[config.mk]
export PLATFORM = sky130hd
export DESIGN_NAME = tcmp_channel
export DESIGN_NICKNAME = d
export VERILOG_FILES = /design/src/rtl/tcmp_pkg.sv /design/src/rtl/tcmp_regif.sv /design/src/rtl/tcmp_counter.sv /design/src/rtl/tcmp_match.sv /design/src/rtl/tcmp_wave.sv /design/src/rtl/tcmp_channel.sv
export SDC_FILE = /design/constraint.sdc
export NUM_CORES = 1
export LEC_CHECK = 0
export BUFFER_PORTS_ARGS = -buffer_cell sky130_fd_sc_hd__buf_2
export CAP_MARGIN = 20
export CORE_ASPECT_RATIO = 0.75
export CORE_UTILIZATION = 60
export CTS_CLUSTER_DIAMETER = 200
export CTS_CLUSTER_SIZE = 8
export DETAILED_ROUTE_END_ITERATION = 16
export PLACE_DENSITY = 0.79
export SLEW_MARGIN = 20
export SYNTH_ARGS = -nofsm -noshare
export SYNTH_HDL_FRONTEND = slang
export SYNTH_HIERARCHICAL = 1
export SYNTH_SLANG_ARGS = --single-unit
export TNS_END_PERCENT = 20
[constraint.sdc]
create_clock -name clk -period 2.7 [get_ports clk]
set_input_delay 0.27 -clock clk [delete_from_list [all_inputs] [get_ports clk]]
set_output_delay 0.27 -clock clk [all_outputs]
set_load 0.005 [all_outputs]
[src/rtl/tcmp_pkg.sv]
package tcmp_pkg;

   typedef enum logic [2:0] {
      A_CNT_LO = 3'd0,
      A_CNT_HI = 3'd1,
      A_CMP_LO = 3'd2,
      A_CMP_HI = 3'd3,
      A_CTRL   = 3'd4,
      A_STAT   = 3'd5
   } reg_addr_e;

   typedef enum logic [1:0] {
      ACT_NONE   = 2'd0,
      ACT_TOGGLE = 2'd1,
      ACT_CLEAR  = 2'd2,
      ACT_SET    = 2'd3
   } pin_act_e;

   localparam int CTRL_ACT_LSB = 0;
   localparam int CTRL_MODE_BIT = 2;
   localparam int CTRL_FORCE_BIT = 3;

   function automatic logic pin_next(input pin_act_e act, input logic cur);
      case (act)
         ACT_TOGGLE: pin_next = ~cur;
         ACT_CLEAR:  pin_next = 1'b0;
         ACT_SET:    pin_next = 1'b1;
         default:    pin_next = cur;
      endcase
   endfunction

endpackage

[src/rtl/tcmp_regif.sv]
module tcmp_regif
   import tcmp_pkg::*;
#(
   parameter int BUS_W   = 8,
   parameter int CNT_W   = 16,
   parameter bit HAS_PWM = 1'b1
) (
   input  logic             clk,
   input  logic             rst_n,
   input  logic             wr_en,
   input  logic [2:0]       wr_addr,
   input  logic [BUS_W-1:0] wr_data,
   output logic             cnt_ld,
   output logic             cmp_ld,
   output logic [CNT_W-1:0] ld_val,
   output pin_act_e         act_q,
   output logic             pwm_q,
   output logic             force_req,
   output pin_act_e         force_act,
   output logic             flag_clr
);

   logic [BUS_W-1:0] temp_q;
   logic             ctrl_wr;
   logic             mode_new;

   assign ctrl_wr  = wr_en && (wr_addr == A_CTRL);
   assign cnt_ld   = wr_en && (wr_addr == A_CNT_LO);
   assign cmp_ld   = wr_en && (wr_addr == A_CMP_LO);
   assign flag_clr = wr_en && (wr_addr == A_STAT) && wr_data[0];
   assign ld_val   = {temp_q, wr_data};

   generate
      if (HAS_PWM) begin : g_mode
         assign mode_new = wr_data[CTRL_MODE_BIT];
      end else begin : g_nomode
         assign mode_new = 1'b0;
      end
   endgenerate

   assign force_req = ctrl_wr && wr_data[CTRL_FORCE_BIT] && !mode_new;
   assign force_act = pin_act_e'(wr_data[CTRL_ACT_LSB +: 2]);

   always_ff @(posedge clk) begin
      if (!rst_n) begin
         temp_q <= '0;
      end else if (wr_en && ((wr_addr == A_CNT_HI) || (wr_addr == A_CMP_HI))) begin
         temp_q <= wr_data;
      end
   end

   always_ff @(posedge clk) begin
      if (!rst_n) begin
         act_q <= ACT_NONE;
         pwm_q <= 1'b0;
      end else if (ctrl_wr) begin
         act_q <= force_act;
         pwm_q <= mode_new;
      end
   end

endmodule

[src/rtl/tcmp_counter.sv]
module tcmp_counter #(
   parameter int CNT_W = 16
) (
   input  logic             clk,
   input  logic             rst_n,
   input  logic             tick,
   input  logic             cnt_ld,
   input  logic [CNT_W-1:0] ld_val,
   input  logic             restart,
   output logic [CNT_W-1:0] cnt_q
);

   localparam logic [CNT_W-1:0] ONE = CNT_W'(1);

   always_ff @(posedge clk) begin
      if (!rst_n) begin
         cnt_q <= '0;
      end else if (cnt_ld) begin
         cnt_q <= ld_val;
      end else if (tick) begin
         cnt_q <= restart ? '0 : cnt_q + ONE;
      end
   end

endmodule

[src/rtl/tcmp_match.sv]
module tcmp_match #(
   parameter int CNT_W   = 16,
   parameter bit HAS_PWM = 1'b1
) (
   input  logic             clk,
   input  logic             rst_n,
   input  logic             tick,
   input  logic [CNT_W-1:0] cnt_q,
   input  logic             cnt_ld,
   input  logic             cmp_ld,
   input  logic [CNT_W-1:0] ld_val,
   input  logic             pwm_q,
   input  logic             flag_clr,
   output logic [CNT_W-1:0] cmp_act_q,
   output logic             match_evt,
   output logic             flag_q,
   output logic             blk_q
);

   logic top_evt;

   assign match_evt = tick && (cnt_q == cmp_act_q) && !blk_q && !cnt_ld;
   assign top_evt   = match_evt && pwm_q;

   generate
      if (HAS_PWM) begin : g_shadow
         logic [CNT_W-1:0] shadow_q;
         always_ff @(posedge clk) begin
            if (!rst_n) begin
               shadow_q <= '0;
            end else if (cmp_ld) begin
               shadow_q <= ld_val;
            end
         end
         always_ff @(posedge clk) begin
            if (!rst_n) begin
               cmp_act_q <= '0;
            end else if (cmp_ld && !pwm_q) begin
               cmp_act_q <= ld_val;
            end else if (top_evt) begin
               cmp_act_q <= shadow_q;
            end
         end
      end else begin : g_direct
         always_ff @(posedge clk) begin
            if (!rst_n) begin
               cmp_act_q <= '0;
            end else if (cmp_ld) begin
               cmp_act_q <= ld_val;
            end
         end
      end
   endgenerate

   always_ff @(posedge clk) begin
      if (!rst_n) begin
         blk_q <= 1'b0;
      end else if (cnt_ld) begin
         blk_q <= 1'b1;
      end else if (tick) begin
         blk_q <= 1'b0;
      end
   end

   always_ff @(posedge clk) begin
      if (!rst_n) begin
         flag_q <= 1'b0;
      end else if (match_evt) begin
         flag_q <= 1'b1;
      end else if (flag_clr) begin
         flag_q <= 1'b0;
      end
   end

endmodule

[src/rtl/tcmp_wave.sv]
module tcmp_wave
   import tcmp_pkg::*;
(
   input  logic     clk,
   input  logic     rst_n,
   input  logic     match_evt,
   input  pin_act_e act_q,
   input  logic     force_req,
   input  pin_act_e force_act,
   output logic     pin_q
);

   pin_act_e sel_act;

   always_comb begin
      sel_act = force_req ? force_act : act_q;
   end

   always_ff @(posedge clk) begin
      if (!rst_n) begin
         pin_q <= 1'b0;
      end else if (force_req || match_evt) begin
         pin_q <= pin_next(sel_act, pin_q);
      end
   end

endmodule

[src/rtl/tcmp_channel.sv]
module tcmp_channel
   import tcmp_pkg::*;
#(
   parameter int BUS_W   = 8,
   parameter int CNT_W   = 16,
   parameter bit HAS_PWM = 1'b1
) (
   input  logic             clk,
   input  logic             rst_n,
   input  logic             tmr_tick,
   input  logic             wr_en,
   input  logic [2:0]       wr_addr,
   input  logic [BUS_W-1:0] wr_data,
   input  logic [2:0]       rd_addr,
   output logic [BUS_W-1:0] rd_data,
   output logic             wave_out
);

   generate
      if (CNT_W != 2 * BUS_W) begin : g_bad_width
         $error("tcmp_channel: CNT_W must be twice BUS_W");
      end
      if (BUS_W < 4) begin : g_bad_bus
         $error("tcmp_channel: BUS_W must hold the control field");
      end
   endgenerate

   logic             cnt_ld, cmp_ld, force_req, flag_clr;
   logic [CNT_W-1:0] ld_val, cnt_val, cmp_act;
   pin_act_e         mode_q, force_act;
   logic             pwm_q, match_evt, flag_q, blk_q;

   tcmp_regif #(.BUS_W(BUS_W), .CNT_W(CNT_W), .HAS_PWM(HAS_PWM)) u_regif (
      .clk(clk), .rst_n(rst_n), .wr_en(wr_en), .wr_addr(wr_addr), .wr_data(wr_data),
      .cnt_ld(cnt_ld), .cmp_ld(cmp_ld), .ld_val(ld_val), .act_q(mode_q),
      .pwm_q(pwm_q), .force_req(force_req), .force_act(force_act), .flag_clr(flag_clr)
   );

   tcmp_counter #(.CNT_W(CNT_W)) u_counter (
      .clk(clk), .rst_n(rst_n), .tick(tmr_tick), .cnt_ld(cnt_ld), .ld_val(ld_val),
      .restart(match_evt && pwm_q), .cnt_q(cnt_val)
   );

   tcmp_match #(.CNT_W(CNT_W), .HAS_PWM(HAS_PWM)) u_match (
      .clk(clk), .rst_n(rst_n), .tick(tmr_tick), .cnt_q(cnt_val), .cnt_ld(cnt_ld),
      .cmp_ld(cmp_ld), .ld_val(ld_val), .pwm_q(pwm_q), .flag_clr(flag_clr),
      .cmp_act_q(cmp_act), .match_evt(match_evt), .flag_q(flag_q), .blk_q(blk_q)
   );

   tcmp_wave u_wave (
      .clk(clk), .rst_n(rst_n), .match_evt(match_evt), .act_q(mode_q),
      .force_req(force_req), .force_act(force_act), .pin_q(wave_out)
   );

   always_comb begin
      rd_data = '0;
      case (rd_addr)
         A_CNT_LO: rd_data = cnt_val[BUS_W-1:0];
         A_CNT_HI: rd_data = cnt_val[CNT_W-1:BUS_W];
         A_CMP_LO: rd_data = cmp_act[BUS_W-1:0];
         A_CMP_HI: rd_data = cmp_act[CNT_W-1:BUS_W];
         A_CTRL: begin
            rd_data[CTRL_ACT_LSB +: 2] = mode_q;
            rd_data[CTRL_MODE_BIT]     = pwm_q;
         end
         A_STAT:   rd_data[0] = flag_q;
         default:  rd_data = '0;
      endcase
   end

endmodule

==> impl_metrics.csv, run 1 <==
group,metric,value,unit
global_route,gr-total-overflow,0,
yosys,ys_top_cells_by_area,"dfxtp_1 (33%), mux2i_1 (7.7%), nand2_1 (7.0%)",
clock_network,cts_tree,"built",
drt,drtIter0Drc,290,
yosys,synth.yosys.seq_area_share,0.3299,
floorplan,die_area,6595,um2
timing,setup_viol,0,
yosys,ys_ff_latch,62,
yosys,synthFlopType,"dfxtp_1",
floorplan,fp.coreArea,5916,um2
timing,hold_violations,0,
setup_path,reg2reg_depth,7,
global_route,antenna_found_initial,0,
yosys,synthesis.area,3762,um2
drt,drc_errors,0,
setup_path,slowest_stage,"dfxtp_1",
yosys,yosysUniqueCellTypes,50,
setup_path,reg2reg_to,"u_counter/cnt_q[3]",
setup_path,r2r_slack,0.31,ns
layout,final_nets,457,
drt,firstDrtPassIters,5,
place,placed_area,3832,um2
setup_path,startpoint_type,"register",
floorplan,die_w,93.44,um
clock_network,cts_buffers,9,
place,place_congestion,1.029,
power_and_ir_drop,p_comb_frac,0.144,
clock_network,cts_hold_buf,0,
floorplan,ios,27,
drt,routed_wl,9426,um
setup_path,path_buf_inv,0,
layout,drive_gt1_frac,0.1603,
power_and_ir_drop,p_leak,1.464,nW
timing,report.final.slew_viol_count,0,
global_route,grt_pass1_wl,15310,um
power_and_ir_drop,ir_drop,0.4662,mV
flow_run,maxCapViolations,0,
yosys,syn_inst,432,
setup_path,cp_top_family,"simple AND/OR/NAND/NOR gates",
layout,fin_cells,521,
yosys,synth-async-reset-ratio,0,
global_route,grt_usage,0.3091,
timing,rsz0062_at_grt,"false",
clock_network,htreeDepth,3,
drt,vias,3209,
power_and_ir_drop,seq_power_share,0.475,
yosys,synth_common_cells,"nand2_1 (70), dfxtp_1 (62), mux2i_1 (29)",
clock_network,insertion_delay,0.35,ns
layout,fill_cells,493,
clock_network,cts_resized,0,
drt,drtAntennaViolNets,0,
timing,finalClockSkew,0.007503,ns
layout,postLayoutCellArea,4038,um2
global_route,grt_max_degree,49,
timing,hold_ws,0.2089,ns
yosys,synth.most_common_cell,"nand2_1",
setup_path,crit_type,"reg -> reg",
min_path,min_path_cells,3,
timing,setup_tns,0,ns
setup_path,required,2.92,ns
yosys,synth_top_area_cell,"dfxtp_1",
status,status,"completed",
timing,worst_slew_pin_slew,0.6291,ns
setup_path,cp_cell_sequence,"xor2_1 > nor4_1 > nand4_1 > nor3_1 > and2_1 > a211o_1 > o21ai_0",
setup_path,cp_slowest_stage_delay,0.50,ns
yosys,yosysWarnings,6,
clock_network,clk_pin_slew,0.07,ns
drt,vias_per_cell,6.159,
clock_network,clockRootBuffer,"clkbuf_8",
power_and_ir_drop,p_int,1.551,mW
min_path,hold_end,"u_counter/cnt_q[5]",
floorplan,core.rowCount,24,
drt,wl_per_cell,18.09,um
timing,timing.final.crit_share,0.8861,
floorplan,start_util,0.6360,
timing,relSlewSlack,0.5806,
yosys,avgSynthCellArea,8.709,um2
layout,regArea,1241,um2
layout,diodes,0,
place,numPortBuffers,26,
global_route,grt_pass1_vias,2923,
power_and_ir_drop,switching_share,0.2761,
power_and_ir_drop,power_density,530.7,nW/um2
place,hpwl,6667,um
setup_path,r2r-start,"u_counter/cnt_q[3]",
layout,syn_to_final_growth,7.316,%
place,placed_cells,505,
yosys,syn_nets,451,
min_path,hold_start,"wr_data[5]",
setup_path,end_kind,"register",
clock_network,post_cts_buffers,0,
yosys,synth_edf_count,0,
power_and_ir_drop,total_power,2.143,mW
floorplan,die_h,70.58,um
power_and_ir_drop,switchingPower,0.5915,mW
setup_path,cp_data_arrival_time,2.61,ns
layout,multiInputGateArea,2232,um2
setup_path,cp_max_fo,8,
clock_network,clock_tree.buffer_depth,2,
clock_network,cts_sinks,62,
min_path,min_path_type,"in -> reg",
timing,fmax,418.0,MHz
yosys,synth_top_area_share,0.3299,
timing,period_minus_slack,2.393,ns
power_and_ir_drop,p_clk_frac,0.381,
kinds of logic after synthesis:
| family | share of synthesized area |
|---|---|
| multiplexers | 0.1230 |
| adder cells (fa/ha/maj) | 0.003325 |
| AND/OR/NAND/NOR | 0.2188 |
| flip-flops | 0.3299 |
| buffers and inverters | 0.08048 |
| AO/OA/AOI/OAI | 0.1792 |
| XOR/XNOR | 0.06518 |
layout by cell type, fill, tap and decap left out, drive strengths merged, types with 8 or more instances in the layout:
cell and count:
a21boi 16, a21oi 11, buf 33, clkbuf 14, dfxtp 62, inv 21, mux2i 29, nand2 70
nand2b 17, nor2b 14, nor3 8, nor4 8, o21ai 24, o221ai 16, xnor2 14, xor2 14
power groups by stage:
stage	clock network, mW	registers [mW]	logic (mW)
finish	0.817	1.02	0.308
global route	0.869	1.02	0.336
CTS	0.835	1.02	0.302
detailed placement	0	1.04	0.300
global placement	0	1.04	0.294
floorplan	0	1.01	0.241
per-stage QoR:
step	utilization	setup WS (ns)
finish	0.6825	0.3074
global route	0.6825	0.1454
CTS	0.6825	0.3952
detailed placement	0.6478	0.3230
global placement	0.6478	0.4237
floorplan	-	0.6526
worst min-delay path: stages:
cell     delay, ns
buf_2         0.13
nand2_1       0.06
o21ai_0       0.06
how the worst max path moves through the flow:
stage / start / endpoint / slack (ns) / cells past startpoint
floorplan: wr_addr[1] / u_counter/cnt_q[11] / 0.65 / 8
global placement: wr_addr[1] / u_counter/cnt_q[11] / 0.42 / 8
detailed placement: wr_addr[0] / u_counter/cnt_q[14] / 0.32 / 8
CTS: u_counter/cnt_q[3] / u_counter/cnt_q[14] / 0.40 / 7
global route: u_counter/cnt_q[3] / u_counter/cnt_q[2] / 0.15 / 8
finish: u_counter/cnt_q[3] / u_counter/cnt_q[3] / 0.31 / 7
sequential cells by signal, indices dropped and copies added, names as in the netlist:
signal                     flops
u_counter/cnt_q               16
u_match/blk_q                  1
u_match/cmp_act_q             16
u_match/flag_q                 1
u_match/g_shadow.shadow_q     16
u_regif/act_q                  2
u_regif/pwm_q                  1
u_regif/temp_q                 8
u_wave/pin_q                   1
routing by layer:
layer  global-route usage  vias to the layer above  part of all wire
met3              0.07312                       14             0.073
met4              0.09915                        0             0.015
met1               0.4257                     1508              0.44
met2               0.4820                      145              0.47
li1                     -                     1542                 -
met5                    0                        -                 0
layout make-up:
cell class	count	share of cell area
Tap cell	78	0.02417
Clock buffer	14	0.04772
Sequential cell	62	0.3074
Timing Repair Buffer	33	0.04524
Clock inverter	2	0.003099
Multi-Input combinational cell	311	0.5528
Inverter	21	0.01952
Power figures use the tool's default switching activity.
==> run 2, diff against run 1 <==
--- a/config.mk
+++ b/config.mk
@@ -7,12 +7,14 @@
 export LEC_CHECK = 0
 export BUFFER_PORTS_ARGS = -buffer_cell sky130_fd_sc_hd__buf_2
 export CAP_MARGIN = 20
+export CELL_PAD_IN_SITES_DETAIL_PLACEMENT = 2
+export CELL_PAD_IN_SITES_GLOBAL_PLACEMENT = 2
 export CORE_ASPECT_RATIO = 0.75
-export CORE_UTILIZATION = 60
+export CORE_UTILIZATION = 37
 export CTS_CLUSTER_DIAMETER = 200
-export CTS_CLUSTER_SIZE = 8
+export CTS_CLUSTER_SIZE = 14
 export DETAILED_ROUTE_END_ITERATION = 16
-export PLACE_DENSITY = 0.79
+export PLACE_DENSITY_LB_ADDON = 0.1
 export SLEW_MARGIN = 20
 export SYNTH_ARGS = -nofsm -noshare
 export SYNTH_HDL_FRONTEND = slang
==> run 2 against run 1 <==
  * Register-to-register slack worse by 0.05 ns
  * Routed wire length is 42% higher
  * Largest power group is now clock
  * First-iteration DRC count shrank 43%
  * Critical path type unchanged
  * Combinational power rose by 10%
  * Total power is 13% higher
==> impl_metrics.csv, run 2 (synthesis gave the netlist of run 1 again) <==
group,metric,value,unit
layout,postLayoutCellArea,4205,um2
floorplan,die_h,89.33,um
drt,drtAntennaViolNets,0,
layout,final_common_cell,"nand2_1",
power_and_ir_drop,power_density,575.7,nW/um2
clock_network,cts_sinks,62,
setup_path,r2r-start,"u_counter/cnt_q[4]",
setup_path,end_kind,"register",
timing,fmax,409.3,MHz
setup_path,r2r_slack,0.26,ns
clock_network,cts_hold_buf,0,
global_route,antenna_found_initial,0,
clock_network,cts_resized,0,
clock_network,clk_pin_slew,0.06,ns
timing,timing.final.crit_share,0.9048,
setup_path,crit_start,"u_counter/cnt_q[4]",
timing,relSlewSlack,0.5411,
layout,multiInputGateArea,2232,um2
drt,drc_errors,0,
floorplan,core.rowCount,31,
floorplan,ios,27,
power_and_ir_drop,ir_drop,0.2788,mV
timing,hold_violations,0,
timing,worst_slew_pin_slew,0.6883,ns
setup_path,required,2.89,ns
layout,final_cell_mix,"nand2_1 (70), dfxtp_1 (62), mux2i_1 (29)",
layout,reg_top3,"u_counter/cnt_q x16, u_match/cmp_act_q x16, u_match/g_shadow.shadow_q x16",
flow_run,maxCapViolations,0,
drt,drtIter0Drc,165,
timing,period_minus_slack,2.443,ns
drt,wl_met3,560,um
setup_path,reg2reg_to,"u_counter/cnt_q[0]",
setup_path,reg2reg_depth,8,
place,hpwl,9466,um
floorplan,start_util,0.3849,
status,status,"completed",
drt,vias,3307,
global_route,grt_pass1_vias,3459,
global_route,grt_usage,0.2684,
drt,wl_per_cell,23.06,um
layout,fill_cells,1104,
drt,wl_met2,6176,um
timing,report.final.slew_viol_count,0,
timing,setup_viol,0,
drt,vias_per_cell,5.702,
clock_network,htreeDepth,3,
drt,m1WireLength,6434,um
layout,drive_gt1_frac,0.1674,
drt,firstDrtPassIters,4,
min_path,hold_end,"u_counter/cnt_q[5]",
timing,setup_tns,0,ns
drt,routed.top_layer,"met4",
min_path,hold_start,"wr_data[5]",
global_route,grt_max_degree,49,
layout,diodes,0,
power_and_ir_drop,total_power,2.421,mW
global_route,gr-total-overflow,0,
global_route,grt_pass1_wl,20580,um
clock_network,clock_tree.buffer_depth,2,
floorplan,die_w,118.4,um
floorplan,fp.coreArea,9774,um2
layout,regArea,1241,um2
clock_network,post_cts_buffers,0,
setup_path,cp_max_fo,8,
timing,rsz0062_at_grt,"false",
clock_network,cts_buffers,9,
clock_network,clockRootBuffer,"clkbuf_16",
place,placed_area,3938,um2
place,numPortBuffers,26,
min_path,min_path_type,"in -> reg",
layout,syn_to_final_growth,11.77,%
drt,routed_wl,13370,um
clock_network,cts_tree,"built",
power_and_ir_drop,p_leak,1.513,nW
place,place_congestion,0.8992,
setup_path,crit_type,"reg -> reg",
min_path,min_path_cells,3,
clock_network,insertion_delay,0.33,ns
setup_path,cp_data_arrival_time,2.63,ns
floorplan,die_area,10580,um2
layout,final_nets,462,
setup_path,startpoint_type,"register",
timing,finalClockSkew,0.008823,ns
==> run 2: changes by cell type in the layout (fill, tap and decap cells not counted), sizes merged <==
| cell | change |
|---|---|
| clkinvlp | +1 |
| clkbuf | -4 |
| buf | +5 |
| clkinv | +3 |
==> run 2: worst max-delay path, stage by stage (launching register included) <==
cell and delay (ns):
dfxtp_1 0.49, xor2_1 0.14, nor4_1 0.42, nand2_1 0.18, nor3_1 0.27, and2_1 0.32
nor3_1 0.09, a211oi_1 0.28, nor3_1 0.11
==> run 2: power by group <==
group / internal [mW] / switching (mW) / total (mW)
clock network: 0.617 / 0.439 / 1.06
registers: 0.961 / 0.0637 / 1.02
logic: 0.138 / 0.203 / 0.340
==> run 2: worst max-delay path by stage <==
stage                     cells after the start  slack (ns)                  end
final                                         8        0.26   u_counter/cnt_q[0]
after global routing                          8        0.13   u_counter/cnt_q[2]
after CTS                                     8        0.35   u_counter/cnt_q[2]
after detailed placement                      8        0.39   u_counter/cnt_q[2]
after global placement                        8        0.40  u_counter/cnt_q[13]
after floorplan                               8        0.65  u_counter/cnt_q[11]
==> run 2: per-stage QoR <==
step / hold WS [ns] / instances / setup slack [ns] / util
floorplan: 0.4121 / 432 / 0.6526 / -
global placement: 0.4668 / 564 / 0.4037 / 0.4028
detailed placement: 0.4744 / 564 / 0.3933 / 0.4028
CTS: 0.2239 / 580 / 0.3463 / 0.4302
global route: 0.2711 / 580 / 0.1257 / 0.4302
finish: 0.2362 / 580 / 0.2569 / 0.4302
==> run 2: layout make-up <==
class | count | share of cell area
tap | 132 | 0.03927
multi-input combinational | 311 | 0.5308
timing repair buffer | 38 | 0.05237
clock buffer | 10 | 0.05445
sequential | 62 | 0.2952
clock inverter | 6 | 0.009223
inverter | 21 | 0.01874
==> run 2: metal layers <==
| metal | vias up | track usage |
|---|---|---|
| met5 | - | 0 |
| met4 | 0 | 0.08170 |
| met3 | 13 | 0.04783 |
| met2 | 74 | 0.4449 |
| met1 | 1684 | 0.3607 |
| li1 | 1536 | - |
